<file path="src/rtl/qsp_pkg.sv">
package qsp_pkg;

    typedef enum logic {
        SHIFT_REV = 1'b0,
        SHIFT_FWD = 1'b1
    } shift_dir_e;

endpackage

</file>
<file path="src/rtl/qsp_lane.sv">
module qsp_lane
    import qsp_pkg::*;
#(
    parameter int DEPTH = 16
) (
    input  logic             clk,
    input  logic             rst_n,
    input  logic             dir,
    input  logic             sin,
    output logic [DEPTH-1:0] stages,
    output logic             sout
);

    shift_dir_e mode;
    assign mode = shift_dir_e'(dir);

    always_ff @(posedge clk) begin
        if (!rst_n) begin
            stages <= '0;
        end else begin
            unique case (mode)
                SHIFT_FWD: stages <= {stages[DEPTH-2:0], sin};
                SHIFT_REV: stages <= {sin, stages[DEPTH-1:1]};
            endcase
        end
    end

    always_comb begin
        unique case (mode)
            SHIFT_FWD: sout = stages[DEPTH-1];
            SHIFT_REV: sout = stages[0];
        endcase
    end

    AST_RESET_CLEAR: assert property (@(posedge clk) $rose(rst_n) |-> stages == '0);
    AST_FWD_ENTRY: assert property (@(posedge clk) disable iff (!rst_n)
        $past(rst_n) && $past(dir) |-> stages[0] == $past(sin));
    AST_FWD_MOVE: assert property (@(posedge clk) disable iff (!rst_n)
        $past(rst_n) && $past(dir) |-> stages[DEPTH-1] == $past(stages[DEPTH-2]));
    AST_REV_ENTRY: assert property (@(posedge clk) disable iff (!rst_n)
        $past(rst_n) && !$past(dir) |-> stages[DEPTH-1] == $past(sin));
    AST_SOUT_FWD: assert property (@(posedge clk) disable iff (!rst_n)
        $past(rst_n) && $past(dir) && dir |-> sout == $past(stages[DEPTH-2]));
    AST_SOUT_REV: assert property (@(posedge clk) disable iff (!rst_n)
        $past(rst_n) && !$past(dir) && !dir |-> sout == $past(stages[1]));

endmodule

</file>
<file path="src/rtl/qsp_latch_bank.sv">
module qsp_latch_bank #(
    parameter int WIDTH = 64
) (
    input  logic             clk,
    input  logic             rst_n,
    input  logic             le,
    input  logic [WIDTH-1:0] d,
    output logic [WIDTH-1:0] q
);

    logic [WIDTH-1:0] hold_q;

    always_ff @(posedge clk) begin
        if (!rst_n) begin
            hold_q <= '0;
        end else if (le) begin
            hold_q <= d;
        end
    end

    assign q = le ? d : hold_q;

    AST_HOLD_KEEP: assert property (@(posedge clk) disable iff (!rst_n)
        $past(rst_n) && !$past(le) |-> hold_q == $past(hold_q));
    AST_HOLD_TRACK: assert property (@(posedge clk) disable iff (!rst_n)
        $past(rst_n) && $past(le) |-> hold_q == $past(d));

endmodule

</file>
<file path="src/rtl/qsp_out_stage.sv">
module qsp_out_stage #(
    parameter int WIDTH = 64
) (
    input  logic [WIDTH-1:0] latched,
    input  logic             blank_n,
    input  logic             pol,
    output logic [WIDTH-1:0] dout
);

    logic [WIDTH-1:0] gated;

    always_comb begin
        gated = blank_n ? latched : '0;
        dout  = pol ? gated : ~gated;
    end

endmodule

</file>
<file path="src/rtl/qsp_driver.sv">
module qsp_driver #(
    parameter int LANES = 4,
    parameter int DEPTH = 16
) (
    input  logic                   clk,
    input  logic                   rst_n,
    input  logic                   dir,
    input  logic [LANES-1:0]       sdin,
    input  logic                   latch_en,
    input  logic                   blank_n,
    input  logic                   pol,
    output logic [LANES-1:0]       sdout,
    output logic [LANES*DEPTH-1:0] dout
);

    localparam int NOUT = LANES * DEPTH;

    logic [DEPTH-1:0] lane_q [LANES];
    logic [NOUT-1:0]  sr_flat;
    logic [NOUT-1:0]  latch_view;

    for (genvar l = 0; l < LANES; l++) begin : g_lane
        qsp_lane #(.DEPTH(DEPTH)) u_lane (
            .clk    (clk),
            .rst_n  (rst_n),
            .dir    (dir),
            .sin    (sdin[l]),
            .stages (lane_q[l]),
            .sout   (sdout[l])
        );
        for (genvar s = 0; s < DEPTH; s++) begin : g_stage
            assign sr_flat[s*LANES + l] = lane_q[l][s];
        end
    end

    qsp_latch_bank #(.WIDTH(NOUT)) u_latch (
        .clk   (clk),
        .rst_n (rst_n),
        .le    (latch_en),
        .d     (sr_flat),
        .q     (latch_view)
    );

    qsp_out_stage #(.WIDTH(NOUT)) u_out (
        .latched (latch_view),
        .blank_n (blank_n),
        .pol     (pol),
        .dout    (dout)
    );

    AST_BLANK_LEVEL: assert property (@(posedge clk) disable iff (!rst_n)
        !blank_n |-> dout == {NOUT{~pol}});
    AST_POL_RELATION: assert property (@(posedge clk) disable iff (!rst_n)
        blank_n |-> (dout ^ latch_view) == {NOUT{~pol}});

endmodule

</file>
<file path="config.mk">
export PLATFORM = sky130hd
export DESIGN_NAME = qsp_driver
export DESIGN_NICKNAME = d
export VERILOG_FILES = /design/src/rtl/qsp_pkg.sv /design/src/rtl/qsp_lane.sv /design/src/rtl/qsp_latch_bank.sv /design/src/rtl/qsp_out_stage.sv /design/src/rtl/qsp_driver.sv
export SDC_FILE = /design/constraint.sdc
export NUM_CORES = 1
export LEC_CHECK = 0
export BUFFER_PORTS_ARGS = -buffer_cell sky130_fd_sc_hd__buf_2
export CAP_MARGIN = 20
export CORE_MARGIN = 1.5
export CORE_UTILIZATION = 55
export DETAILED_ROUTE_END_ITERATION = 7
export PLACE_DENSITY = 0.76
export SLEW_MARGIN = 20
export SYNTH_ARGS = -nofsm -noshare
export SYNTH_HDL_FRONTEND = slang
export SYNTH_HIERARCHICAL = 1
export SYNTH_SLANG_ARGS = --single-unit
</file>
<file path="constraint.sdc">
create_clock -name clk -period 2.45 [get_ports clk]
set_clock_uncertainty 0.05 [all_clocks]
set_input_delay 0.245 -clock clk [delete_from_list [all_inputs] [get_ports clk]]
set_output_delay 0.245 -clock clk [all_outputs]
set_load 0.05 [all_outputs]
</file>
# Word level (Yosys, flattened, before mapping)
# Index checks and enable logic that the tools add are counted.
[totals] register_bits=128 inputBits=10 out_inout_bits=68 wordCells=18
[classes] n_mux=11 bitwise_logic=2
[ops] operator="$mux W64" n=3
[ops] operator="$pmux W16 S2" n=4
[ops] operator="$not A64 Y64" n=1
[ops] operator="$pmux W1 S2" n=4
[ops] operator="$not A1 Y1" n=1

# Depth between registers and ports, before layout
[logic_depth] depth_word=4 ltp_mapped=5 mapped_depth_nobuf=3

# By module
# Netlist, hierarchy kept.
[by_module_without_submodules] module="qsp_latch_bank" n_inst=1 cells_each=205 area_per_inst_um2=2783.9 seq_area_each_um2=1281.2
[by_module_without_submodules] module="qsp_lane" n_inst=4 cells_each=52 area_per_inst_um2=630.6 seq_area_each_um2=320.3
[by_module_without_submodules] module="qsp_out_stage" n_inst=1 cells_each=142 area_per_inst_um2=980.9 seq_area_each_um2=0.0

# Worst setup path before layout
# OpenSTA, ideal clock, no wires.
[synth_path] path_kind="in2out" start="in latch_en" end="out dout[43]" arrival_ns=1.706 required_ns=2.155 setup_slack_ns=0.449 cell_stages=5 n_path_buf=2 cell_sequence="buf_6 > buf_12 > mux2_4 > nand2_1 > xor2_1"
[synth_between] elab_chain_len=4
[synth_rtl] element="start: declaration" line_no="qsp_driver.sv:9" rtl="input logic latch_en,"
[synth_rtl] element="$mux W64 *" line_no="qsp_latch_bank.sv:21" rtl="assign q = le ? d : hold_q;"
[synth_rtl] element="named net latch_view[43]" line_no="qsp_driver.sv:20" rtl="logic [NOUT-1:0] latch_view;"
[synth_rtl] element="$mux W64 *" line_no="qsp_out_stage.sv:13" rtl="gated = blank_n ? latched : '0;"
[synth_rtl] element="$not A64 Y64" line_no="qsp_out_stage.sv:14" rtl="dout = pol ? gated : ~gated;"
[synth_rtl] element="$mux W64 *" line_no="qsp_out_stage.sv:14"
[synth_rtl] element="end: declaration" line_no="qsp_driver.sv:13" rtl="output logic [LANES*DEPTH-1:0] dout"
# Mark *: on every way through the listed nets, which the timed path passes. The rest lies on a longest branch.

# Worst setup path after layout
[layout_path] start="in latch_en" end="out dout[1]"
# Same word-level chain as after synthesis.

==> run metrics <==
r2r worst-path depth 2; gr usage total 0.207; CTS max path bufs 2; CTS Buf Count 17; width of the die about 110 um; Cell Rows 38; vias per inst 4.93; dpl ws 0.490 ns; Syn Std Cell Area 6290 um2; vias post-DR between 3k and 4k; drt wl/cell between 15 and 20 um; post-synthesis sequential area ratio 0.408; Setup crit start kind primary input; Core Area ~11000 um2; Reg2Reg Capture Point u_latch/hold_q[61]; clk_lat worst skew between 0.4 and 0.5 ns; initial antenna violation count 0; setup violators final 0; Pwr Total approximately 5.3 mW; Pins Over Slew Limit 0; start of the worst register-to-register path g_lane[1].u_lane/stages[15]; crit share post-route 0.813; # hold bufs at CTS 0; largest area contributor in the netlist dfxtp_1; post-CTS sizing 0; post-detail-place hpwl ~7400 um; #FFs+latches synth approximately 130; vias in the first global route 3831; Tmin final 1.99 ns; CP endpoint dout[1]; Rel. slew slack 0.665; Power Dens Cells ~740 nW/um2; Max Cap Viol 0; WS Path Type in -> out; # Post-CTS Setup Buffers 0; Synth cell types 13; share of the synthesized area in the top cell type 0.408; maximum number of pins on one net before global-route repair 65; Post-DRT Antenna Nets 0; WP data required about 2.2 ns; final wirelength roughly 12000 um; height of the die approximately 110 um; CTS H-tree depth 4; most area-consuming cells after synthesis dfxtp_1 41%, mux2_4 15%, mux2i_1 10%; Fin. Hold Viols 0; area grow syn2layout 13.1%; die area 12100 um2; critical path peak fanout 64; CP startpoint latch_en; Initial Util 0.572; CTS tree built; Diodes inserted 0; initial drt markers 143; status complete, no violations; Lkg Pwr a little over 3 nW; Fmax around 500 MHz; syn nets ~570; remaining global-route overflow 0; post-route setup slack between 0.4 and 0.5 ns; final RePlAce weighted congestion 0.774; crit path capture type output port; clock sink count 128; Yosys Warn Count 6; io pins between 70 and 80; clock slew at reported path FFs approximately 0.06 ns; Reg2Reg Setup Slack 1.48 ns; Hold Path Class in -> reg; CP arrival 1.70 ns; Peak VDD IR ~0.00043 V; total iterations of the first detailed-routing run 4; RSZ-0062 raised after global routing no; first-pass GRT wire length approximately 19000 um; layout net count about 630; Port Buffers 77; Mapped Cells about 560; DRC 0; share of cells above drive strength 1 0.295; mean area per synthesized cell ~11 um2; worst slew pin tran approximately 0.5 ns; setup TNS 0 ns; Root Buffer clkbuf_16
==> cells in the mapped netlist <==
cell type and number:
and2_1 63, and2_4 1, buf_12 10, buf_6 13, buf_8 6, clkbuf_1 10, dfxtp_1 128, mux2_2 4
mux2_4 64, mux2i_1 64, nand2_1 64, nor2b_1 64, xor2_1 64
==> kinds of logic (layout without fill, tap and decap cells) <==
kind of cell	Yosys count	count (layout)	synth area share
mux	132	132	0.262
simple gates	192	192	0.166
buf+inv	39	118	0.0754
flops	128	128	0.408
xor+xnor	64	64	0.0892
==> where the power goes <==
group	total (mW)	internal (mW)	switching, mW
Clock	2.57	1.65	0.914
Combinational	0.576	0.171	0.405
Sequential	2.11	2.10	0.0121
Total	5.25	3.92	1.33
==> placed cells by master, fill, tap and decap left out <==
cell	synthesis	final
buf_12	10	4
buf_4	0	8
inv_6	0	1
and2_1	63	63
mux2_2	4	4
clkinv_2	0	3
xor2_1	64	64
mux2_4	64	64
bufinv_16	0	3
clkinvlp_4	0	4
clkbuf_16	0	17
clkbuf_8	0	2
mux2i_1	64	64
nor2b_1	64	64
clkinv_4	0	2
and2_4	1	1
buf_2	0	74
dfxtp_1	128	128
nand2_1	64	64
==> registers in the layout (all words and copies together), names as in the netlist <==
name and flops:
g_lane.u_lane/stages 64, u_latch/hold_q 64
==> through the flow <==
stage               utilization  instances  hold slack, ns  area (um2)
floorplan                     -        555           0.317        6290
CTS                       0.648        774          0.0647        7110
detailed placement        0.592        742           0.487        6500
global route              0.648        774          0.0906        7110
global placement          0.592        742           0.470        6500
finish                    0.648        774          0.0619        7110
==> metal layers <==
metal / up-vias / share of wire / wire length (um) / global-route usage
met5: - / 0 / 0 / 0
met4: 0 / 0.012 / 137 / 0.0733
met3: 12 / 0.032 / 372 / 0.0433
met2: 66 / 0.48 / 5640 / 0.340
met1: 1824 / 0.47 / 5560 / 0.270
li1: 1916 / - / - / -
==> area by class of cell <==
class                           instances  area, um2
Multi-Input combinational cell        388       3250
Fill cell                             845       3870
Tap cell                              140        175
Timing Repair Buffer                   86        510
Sequential cell                       128       2560
Clock inverter                         13        161
Clock buffer                           19        453
==> worst max-delay path, stage by stage <==
cell	delay, ns
buf_4	0.09
buf_12	0.37
mux2_2	0.41
nand2_1	0.09
xor2_1	0.14
buf_2	0.28
==> worst min path at each step <==
stage	startpoint	to	slack (ns)	cells after the start
4_1_cts	sdin[2]	g_lane[2].u_lane/stages[15]	0.06	3
6_report	sdin[2]	g_lane[2].u_lane/stages[15]	0.06	3
3_3_place_gp	sdin[2]	g_lane[2].u_lane/stages[15]	0.47	3
3_5_place_dp	sdin[2]	g_lane[2].u_lane/stages[15]	0.49	3
2_1_floorplan	rst_n	u_latch/hold_q[0]	0.32	1
5_1_grt	sdin[2]	g_lane[2].u_lane/stages[15]	0.09	3
Power figures use the tool's default switching activity.
